**src/rtl/bg_pkg.sv**
```systemverilog
package bg_pkg;
  typedef enum logic [1:0] {
    TS_IDLE  = 2'd0,
    TS_DELAY = 2'd1,
    TS_HOLD  = 2'd2
  } trip_st_e;
endpackage

```
**src/rtl/bg_oc_qual.sv**
```systemverilog
module bg_oc_qual #(
  parameter int ON_DLY  = 25,
  parameter int OFF_DLY = 13
) (
  input  logic clk,
  input  logic rst_n,
  input  logic raw,
  output logic qual
);
  localparam int MAXD = (ON_DLY > OFF_DLY) ? ON_DLY : OFF_DLY;
  localparam int CW   = $clog2(MAXD + 1);
  localparam logic [CW-1:0] ON_LAST  = CW'(ON_DLY - 1);
  localparam logic [CW-1:0] OFF_LAST = CW'(OFF_DLY - 1);

  logic          q_r, q_nxt;
  logic [CW-1:0] run_r, run_nxt;

  // counts consecutive samples that disagree with the current state
  always_comb begin
    q_nxt   = q_r;
    run_nxt = '0;
    if (raw != q_r) begin
      if (run_r == (q_r ? OFF_LAST : ON_LAST)) begin
        q_nxt   = raw;
        run_nxt = '0;
      end else begin
        run_nxt = run_r + 1'b1;
      end
    end
  end

  always_ff @(posedge clk or negedge rst_n) begin
    if (!rst_n) begin
      q_r   <= 1'b0;
      run_r <= '0;
    end else begin
      q_r   <= q_nxt;
      run_r <= run_nxt;
    end
  end

  assign qual = q_r;
endmodule

```
**src/rtl/bg_trip_seq.sv**
```systemverilog
module bg_trip_seq
  import bg_pkg::*;
#(
  parameter int TRIP_DLY = 4,
  parameter int DIS_TIME = 25000
) (
  input  logic clk,
  input  logic rst_n,
  input  logic trig,
  output logic hold
);
  localparam int MAXD = (TRIP_DLY > DIS_TIME) ? TRIP_DLY : DIS_TIME;
  localparam int CW   = $clog2(MAXD + 1);
  localparam logic [CW-1:0] DLY_LAST  = CW'(TRIP_DLY - 1);
  localparam logic [CW-1:0] HOLD_LAST = CW'(DIS_TIME - 1);

  trip_st_e      st_r, st_nxt;
  logic [CW-1:0] cnt_r, cnt_nxt;
  logic          cnt_en;

  always_comb begin
    st_nxt  = st_r;
    cnt_nxt = '0;
    cnt_en  = 1'b0;
    unique case (st_r)
      TS_IDLE: begin
        if (trig) st_nxt = TS_DELAY;
      end
      TS_DELAY: begin
        if (cnt_r == DLY_LAST) st_nxt = TS_HOLD;
        else                   cnt_en = 1'b1;
      end
      TS_HOLD: begin
        if (cnt_r == HOLD_LAST) st_nxt = trig ? TS_DELAY : TS_IDLE;
        else                    cnt_en = 1'b1;
      end
      default: st_nxt = TS_IDLE;
    endcase
    if (cnt_en) cnt_nxt = cnt_r + 1'b1;
  end

  always_ff @(posedge clk or negedge rst_n) begin
    if (!rst_n) begin
      st_r  <= TS_IDLE;
      cnt_r <= '0;
    end else begin
      st_r  <= st_nxt;
      cnt_r <= cnt_nxt;
    end
  end

  assign hold = (st_r == TS_HOLD);
endmodule

```
**src/rtl/bg_hyst.sv**
```systemverilog
module bg_hyst #(
  parameter int W        = 10,
  parameter int SET_LVL  = 660,
  parameter int CLR_LVL  = 600,
  parameter bit SET_HIGH = 1'b1,
  parameter bit RST_VAL  = 1'b0
) (
  input  logic         clk,
  input  logic         rst_n,
  input  logic         smp_en,
  input  logic [W-1:0] val,
  output logic         flag
);
  localparam logic [W-1:0] SET_V = W'(SET_LVL);
  localparam logic [W-1:0] CLR_V = W'(CLR_LVL);

  logic flag_r, flag_nxt, hit_set, hit_clr;

  generate
    if (SET_HIGH) begin : g_high
      assign hit_set = (val >= SET_V);
      assign hit_clr = (val <= CLR_V);
    end else begin : g_low
      assign hit_set = (val < SET_V);
      assign hit_clr = (val > CLR_V);
    end
  endgenerate

  always_comb begin
    flag_nxt = flag_r;
    if (smp_en) begin
      if (!flag_r && hit_set)     flag_nxt = 1'b1;
      else if (flag_r && hit_clr) flag_nxt = 1'b0;
    end
  end

  always_ff @(posedge clk or negedge rst_n) begin
    if (!rst_n) flag_r <= RST_VAL;
    else        flag_r <= flag_nxt;
  end

  assign flag = flag_r;
endmodule

```
**src/rtl/bridge_guard.sv**
```systemverilog
module bridge_guard #(
  parameter int NUM_BR        = 2,
  parameter int OC_ON_DLY     = 25,
  parameter int OC_OFF_DLY    = 13,
  parameter int TRIP_DLY      = 4,
  parameter int DIS_TIME      = 25000,
  parameter int TEMP_W        = 10,
  parameter int TEMP_FRAC     = 2,
  parameter int TEMP_TRIP_DEG = 165,
  parameter int TEMP_HYST_DEG = 15,
  parameter int VS_W          = 10,
  parameter int VS_FRAC       = 4,
  parameter int VS_ON_V       = 7,
  parameter int VS_OFF_V      = 6
) (
  input  logic              clk,
  input  logic              rst_n,
  input  logic [NUM_BR-1:0] oc_raw,
  input  logic              par_mode,
  input  logic [TEMP_W-1:0] temp_val,
  input  logic [VS_W-1:0]   vs_val,
  input  logic              vs_vld,
  output logic [NUM_BR-1:0] fault_n,
  output logic [NUM_BR-1:0] br_dis,
  output logic              therm_active,
  output logic              uvlo_active
);
  localparam int TEMP_TRIP = TEMP_TRIP_DEG << TEMP_FRAC;
  localparam int TEMP_CLR  = (TEMP_TRIP_DEG - TEMP_HYST_DEG) << TEMP_FRAC;
  localparam int VS_ON     = VS_ON_V << VS_FRAC;
  localparam int VS_OFF    = VS_OFF_V << VS_FRAC;

  logic [NUM_BR-1:0] oc_q;
  logic [NUM_BR-1:0] trig;
  logic [NUM_BR-1:0] hold;
  logic              any_oc;

  assign any_oc = |oc_q;

  generate
    for (genvar b = 0; b < NUM_BR; b++) begin : g_br
      bg_oc_qual #(
        .ON_DLY (OC_ON_DLY),
        .OFF_DLY(OC_OFF_DLY)
      ) u_qual (
        .clk (clk),
        .rst_n(rst_n),
        .raw (oc_raw[b]),
        .qual(oc_q[b])
      );

      assign trig[b] = par_mode ? any_oc : oc_q[b];

      bg_trip_seq #(
        .TRIP_DLY(TRIP_DLY),
        .DIS_TIME(DIS_TIME)
      ) u_seq (
        .clk  (clk),
        .rst_n(rst_n),
        .trig (trig[b]),
        .hold (hold[b])
      );

      assign fault_n[b] = ~(oc_q[b] | therm_active);
      assign br_dis[b]  = hold[b] | therm_active | uvlo_active;
    end
  endgenerate

  bg_hyst #(
    .W       (TEMP_W),
    .SET_LVL (TEMP_TRIP),
    .CLR_LVL (TEMP_CLR),
    .SET_HIGH(1'b1),
    .RST_VAL (1'b0)
  ) u_therm (
    .clk   (clk),
    .rst_n (rst_n),
    .smp_en(1'b1),
    .val   (temp_val),
    .flag  (therm_active)
  );

  bg_hyst #(
    .W       (VS_W),
    .SET_LVL (VS_OFF),
    .CLR_LVL (VS_ON),
    .SET_HIGH(1'b0),
    .RST_VAL (1'b1)
  ) u_uvlo (
    .clk   (clk),
    .rst_n (rst_n),
    .smp_en(vs_vld),
    .val   (vs_val),
    .flag  (uvlo_active)
  );
endmodule

```
**config.mk**
```make
export PLATFORM = sky130hd
export DESIGN_NAME = bridge_guard
export DESIGN_NICKNAME = d
export VERILOG_FILES = /design/src/rtl/bg_pkg.sv /design/src/rtl/bg_oc_qual.sv /design/src/rtl/bg_trip_seq.sv /design/src/rtl/bg_hyst.sv /design/src/rtl/bridge_guard.sv
export SDC_FILE = /design/constraint.sdc
export NUM_CORES = 1
export LEC_CHECK = 0
export ABC_AREA = 1
export BUFFER_PORTS_ARGS = -buffer_cell sky130_fd_sc_hd__buf_2
export CAP_MARGIN = 20
export CORE_ASPECT_RATIO = 0.8
export CORE_MARGIN = 4
export CORE_UTILIZATION = 40
export DETAILED_ROUTE_END_ITERATION = 8
export PLACE_DENSITY = 0.6
export SLEW_MARGIN = 0
export SYNTH_ARGS = -nofsm -noshare
export SYNTH_HDL_FRONTEND = slang
export SYNTH_HIERARCHICAL = 1
export SYNTH_SLANG_ARGS = --single-unit
```
**constraint.sdc**
```tcl
create_clock -name clk -period 1.45 [get_ports clk]
set_input_delay 0.145 -clock clk [delete_from_list [all_inputs] [get_ports clk]]
set_output_delay 0.145 -clock clk [all_outputs]
set_load 0.01 [all_outputs]
```
==> metrics.txt <==
# TYPE chip_impl_metric gauge
chip_impl_metric{name="number_of_placement_rows",unit=""} 27
chip_impl_info{name="sequence_of_cells_on_the_critical_path",value="inv_1 > ha_2 > inv_1 > nand2_1 > buf_2"} 1
chip_impl_metric{name="postSynthRegisterBits",unit=""} 48
chip_impl_metric{name="setup_violations",unit=""} 0
chip_impl_metric{name="cp_slowest_stage_delay",unit="ps"} 420
chip_impl_metric{name="ys_types",unit=""} 27
chip_impl_metric{name="synthesis.area",unit="um^2"} 2997
chip_impl_metric{name="setup.reg_to_reg.worst_slack",unit="ps"} 80
chip_impl_metric{name="synth-edff-count",unit=""} 0
chip_impl_metric{name="place_congestion",unit=""} 0.8668
chip_impl_metric{name="globalRouteTotalUtil",unit=""} 0.1381
chip_impl_metric{name="num-nets-final",unit=""} 502
chip_impl_metric{name="yosysWarnings",unit=""} 6
chip_impl_metric{name="viasPerCell",unit=""} 4.602
chip_impl_metric{name="numCtsBuffers",unit=""} 5
chip_impl_metric{name="clk_pin_slew",unit="ps"} 90
chip_impl_metric{name="clock_latency",unit="ps"} 290
chip_impl_info{name="tritoncts",value="built"} 1
chip_impl_metric{name="ant_nets",unit=""} 0
chip_impl_info{name="slowest_stage",value="sky130_fd_sc_hd__dfrtp_1"} 1
chip_impl_metric{name="htree_num_levels",unit=""} 2
chip_impl_metric{name="final_hold_viol_count",unit=""} 0
chip_impl_info{name="worstSetupEndpointType",value="primary output"} 1
chip_impl_metric{name="first_global_vias",unit=""} 2393
chip_impl_metric{name="critical_path_peak_fanout",unit=""} 3
chip_impl_metric{name="critical_path_required",unit="ps"} 1310
chip_impl_metric{name="drt_pre_antenna_iters",unit=""} 6
chip_impl_metric{name="area_of_the_die",unit="um^2"} 8949
chip_impl_metric{name="netSwitchingFraction",unit=""} 0.2248
chip_impl_metric{name="antenna_found_initial",unit=""} 0
chip_impl_metric{name="internal_power",unit="mW"} 1.971
chip_impl_metric{name="seq_area_frac_synth",unit=""} 0.4013
chip_impl_metric{name="die-height",unit="um"} 85.42
chip_impl_metric{name="wl_per_cell",unit="um"} 10.68
chip_impl_metric{name="core_area",unit="um^2"} 7094
chip_impl_metric{name="detailedPlacementHpwl",unit="mm"} 4.317
chip_impl_info{name="synth_flop_cell",value="sky130_fd_sc_hd__dfrtp_1"} 1
chip_impl_metric{name="report.final.slew_viol_count",unit=""} 0
chip_impl_metric{name="port_buffers",unit=""} 31
chip_impl_metric{name="drive_above_1_share",unit=""} 0.2484
chip_impl_metric{name="power.share.sequential",unit=""} 0.551
chip_impl_metric{name="min_period",unit="ps"} 1373
chip_impl_metric{name="combPwrFrac",unit=""} 0.078
chip_impl_metric{name="synth_simple_gate_area_share",unit=""} 0.3628
chip_impl_metric{name="clock_path_buffers",unit=""} 2
chip_impl_metric{name="fin_worst_hold_slack",unit="ps"} 90.09
chip_impl_metric{name="final_min_period_over_clock_period",unit=""} 0.9472
chip_impl_metric{name="clock.fmax",unit="MHz"} 728.1
chip_impl_info{name="family_of_cells_with_the_greatest_summed_delay_on_the_critical_path",value="flip-flops"} 1
chip_impl_metric{name="io_pins",unit=""} 32
chip_impl_metric{name="max-cap-violations",unit=""} 0
chip_impl_info{name="timing.hold.worst.start",value="vs_val[8]"} 1
chip_impl_info{name="result_of_the_run",value="finished clean"} 1
chip_impl_metric{name="ff2ff_path_depth",unit=""} 9
chip_impl_info{name="cts-root-buf",value="sky130_fd_sc_hd__clkbuf_8"} 1
chip_impl_metric{name="synth_area_in_compound_gates",unit=""} 0.02296
chip_impl_metric{name="power.switching",unit="mW"} 0.5715
chip_impl_metric{name="starting_density_of_the_core",unit=""} 0.4224
chip_impl_metric{name="synth_cells",unit=""} 401
chip_impl_info{name="holdPathEnd",value="u_uvlo/flag$_DFFE_PN1P_"} 1
chip_impl_metric{name="synth-adder-area-share",unit=""} 0.05846
chip_impl_info{name="critPathLaunchType",value="flip-flop"} 1
chip_impl_metric{name="cp_bufs_invs",unit=""} 3
chip_impl_metric{name="worst_ir_drop_vdd",unit="V"} 0.0005211
chip_impl_metric{name="power_density",unit="nW/um^2"} 693.4
chip_impl_metric{name="diodes_inserted",unit=""} 0
chip_impl_metric{name="synth.area.mux_share",unit=""} 0
chip_impl_metric{name="first_iter_violations",unit=""} 60
chip_impl_info{name="critical-path-top-cell-by-count",value="sky130_fd_sc_hd__inv_1"} 1
chip_impl_metric{name="clkPwrFrac",unit=""} 0.371
chip_impl_info{name="critical_path.reg2reg.endpoint",value="g_br[1].u_seq/cnt_r[8]$_DFF_PN0_"} 1
chip_impl_info{name="rsz0062_at_grt",value="true"} 1
chip_impl_metric{name="post_synth_xor_area_fraction",unit=""} 0.07015
chip_impl_metric{name="grt_max_degree",unit=""} 36
chip_impl_info{name="most-common-layout-cells",value="sky130_fd_sc_hd__nand2_1, sky130_fd_sc_hd__nor2_1, sky130_fd_sc_hd__inv_1"} 1
chip_impl_metric{name="leakage",unit="nW"} 1.834
chip_impl_metric{name="grt_overflow_total",unit=""} 0
chip_impl_metric{name="post-route-drc-count",unit=""} 0
chip_impl_info{name="source_of_the_worst_register_to_register_timing_path",value="g_br[1].u_seq/cnt_r[1]$_DFF_PN0_"} 1
chip_impl_metric{name="cp.arrival",unit="ps"} 1230
chip_impl_info{name="crit_type",value="reg2out"} 1
chip_impl_metric{name="tritoncts_sinks",unit=""} 48
chip_impl_metric{name="syn_area_per_cell",unit="um^2"} 7.473
chip_impl_info{name="min_path_type",value="in2reg"} 1
chip_impl_metric{name="hold_path_depth",unit=""} 4
chip_impl_info{name="layout.cells.most_common",value="sky130_fd_sc_hd__nand2_1"} 1
chip_impl_metric{name="via_count",unit=""} 2531
chip_impl_metric{name="finalSetupTns",unit="ps"} 0
chip_impl_metric{name="syn_to_final_growth",unit="%"} 22.38
chip_impl_metric{name="final_util",unit=""} 0.5169
chip_impl_metric{name="floorplan.die.width",unit="um"} 104.8
chip_impl_metric{name="drt-total-wl",unit="mm"} 5.876
chip_impl_metric{name="grt_pass1_wl",unit="mm"} 10.49
chip_impl_metric{name="finClkSkew",unit="ps"} 12.30
chip_impl_info{name="synth_top_family_by_area",value="simple AND/OR/NAND/NOR gates"} 1
chip_impl_metric{name="ys_async_sr_fraction",unit=""} 1.000
==> power by group through the flow <==
| stage | clock [mW] | sequential, mW | combinational (mW) |
|---|---|---|---|
| after floorplan | 0 | 1.43 | 0.0927 |
| after global placement | 0 | 1.43 | 0.194 |
| after detailed placement | 0 | 1.43 | 0.198 |
| after CTS | 0.993 | 1.40 | 0.203 |
| after global routing | 1.05 | 1.41 | 0.232 |
| final | 0.944 | 1.40 | 0.198 |
==> cell usage after synthesis, drive strengths merged (2+ instances only) <==
| library cell | count | area (um^2) |
|---|---|---|
| nand2 | 107 | 439.2 |
| buf | 2 | 31.28 |
| and2 | 2 | 12.51 |
| dfrtp | 47 | 1176 |
| xor2 | 18 | 157.7 |
| ha | 14 | 175.2 |
| nor2 | 87 | 374.1 |
| o21ai | 7 | 35.03 |
| inv | 57 | 214.0 |
| a21oi | 6 | 33.78 |
| xnor2 | 6 | 52.55 |
| nand4 | 9 | 56.30 |
| nor3 | 8 | 50.05 |
| nand3 | 24 | 130.1 |
| or2 | 4 | 25.02 |
==> per-layer routing <==
| layer | global-route usage | routed length, um |
|---|---|---|
| met1 | 0.1885 | 2877 |
| met2 | 0.2283 | 2813 |
| met3 | 0.03194 | 136 |
| met4 | 0.02265 | 48 |
| met5 | 0 | 0 |
==> cell type report <==
cell class	instances	area [um^2]
clock buffers	7	76.32
repair buffers	54	361.6
fillers	670	3427
multi-input cells	295	1664
inverters	58	217.7
clock inverters	1	30.03
flip-flops and latches	48	1209
well taps	87	108.9
==> logic make-up (layout without fill, tap and decap cells) <==
logic type,Yosys count,after routing
adder cells (fa/ha/maj),14,14
buffers and inverters,60,120
AO/OA/AOI/OAI,13,13
flip-flops,48,48
XOR/XNOR,24,24
other,1,2
AND/OR/NAND/NOR,241,242
==> stage by stage <==
stage / std cells / total power [mW] / cell area [um^2] / setup WS [ps]
finish: 550 / 2.543 / 3667 / 76.59
detailed placement: 530 / 1.627 / 3348 / -12.29
CTS: 541 / 2.598 / 3508 / 11.35
floorplan: 402 / 1.519 / 3000 / 52.37
global route: 550 / 2.686 / 3667 / -39.01
global placement: 530 / 1.622 / 3348 / 27.73
==> state kept, by name, summed over array words and instances, names as in the netlist <==
register	flops
g_br.u_qual/run_r	10
g_br.u_seq/cnt_r	30
u_therm/flag	1
u_uvlo/flag	1
g_br.u_seq/st_r	4
g_br.u_qual/qual	2
==> repair_timing <==
action / 4_1_cts / 5_1_grt
pin swaps: 0 / 10
hold endpoints to repair: 14 / 0
setup endpoints to repair: 21 / 36
gates resized for setup: 4 / 25
hold buffers: 2 / 0
buffers inserted: 1 / 8
gates cloned: 0 / 1
==> tightest hold or removal path: stages <==
cell and delay [ps]:
sky130_fd_sc_hd__buf_2 80, sky130_fd_sc_hd__nor3_2 30, sky130_fd_sc_hd__nand2_1 70, sky130_fd_sc_hd__a21oi_2 50
==> worst max-delay path by stage <==
stage / cells past startpoint / startpoint / slack (ps) / to
after floorplan: 9 / g_br[1].u_seq/cnt_r[0]$_DFF_PN0_ / 50 / g_br[1].u_seq/cnt_r[11]$_DFF_PN0_
after global placement: 8 / g_br[0].u_seq/cnt_r[0]$_DFF_PN0_ / 30 / g_br[0].u_seq/cnt_r[8]$_DFF_PN0_
final: 5 / g_br[0].u_seq/st_r[0]$_DFFE_PN0P_ / 80 / br_dis[0]
after CTS: 9 / g_br[0].u_seq/cnt_r[0]$_DFF_PN0_ / 10 / g_br[0].u_seq/st_r[1]$_DFFE_PN0P_
after global routing: 9 / g_br[0].u_seq/cnt_r[1]$_DFF_PN0_ / -40 / g_br[0].u_seq/st_r[1]$_DFFE_PN0P_
after detailed placement: 8 / g_br[0].u_seq/cnt_r[0]$_DFF_PN0_ / -10 / g_br[0].u_seq/cnt_r[8]$_DFF_PN0_
No activity file was read; power rests on OpenSTA's default activity.
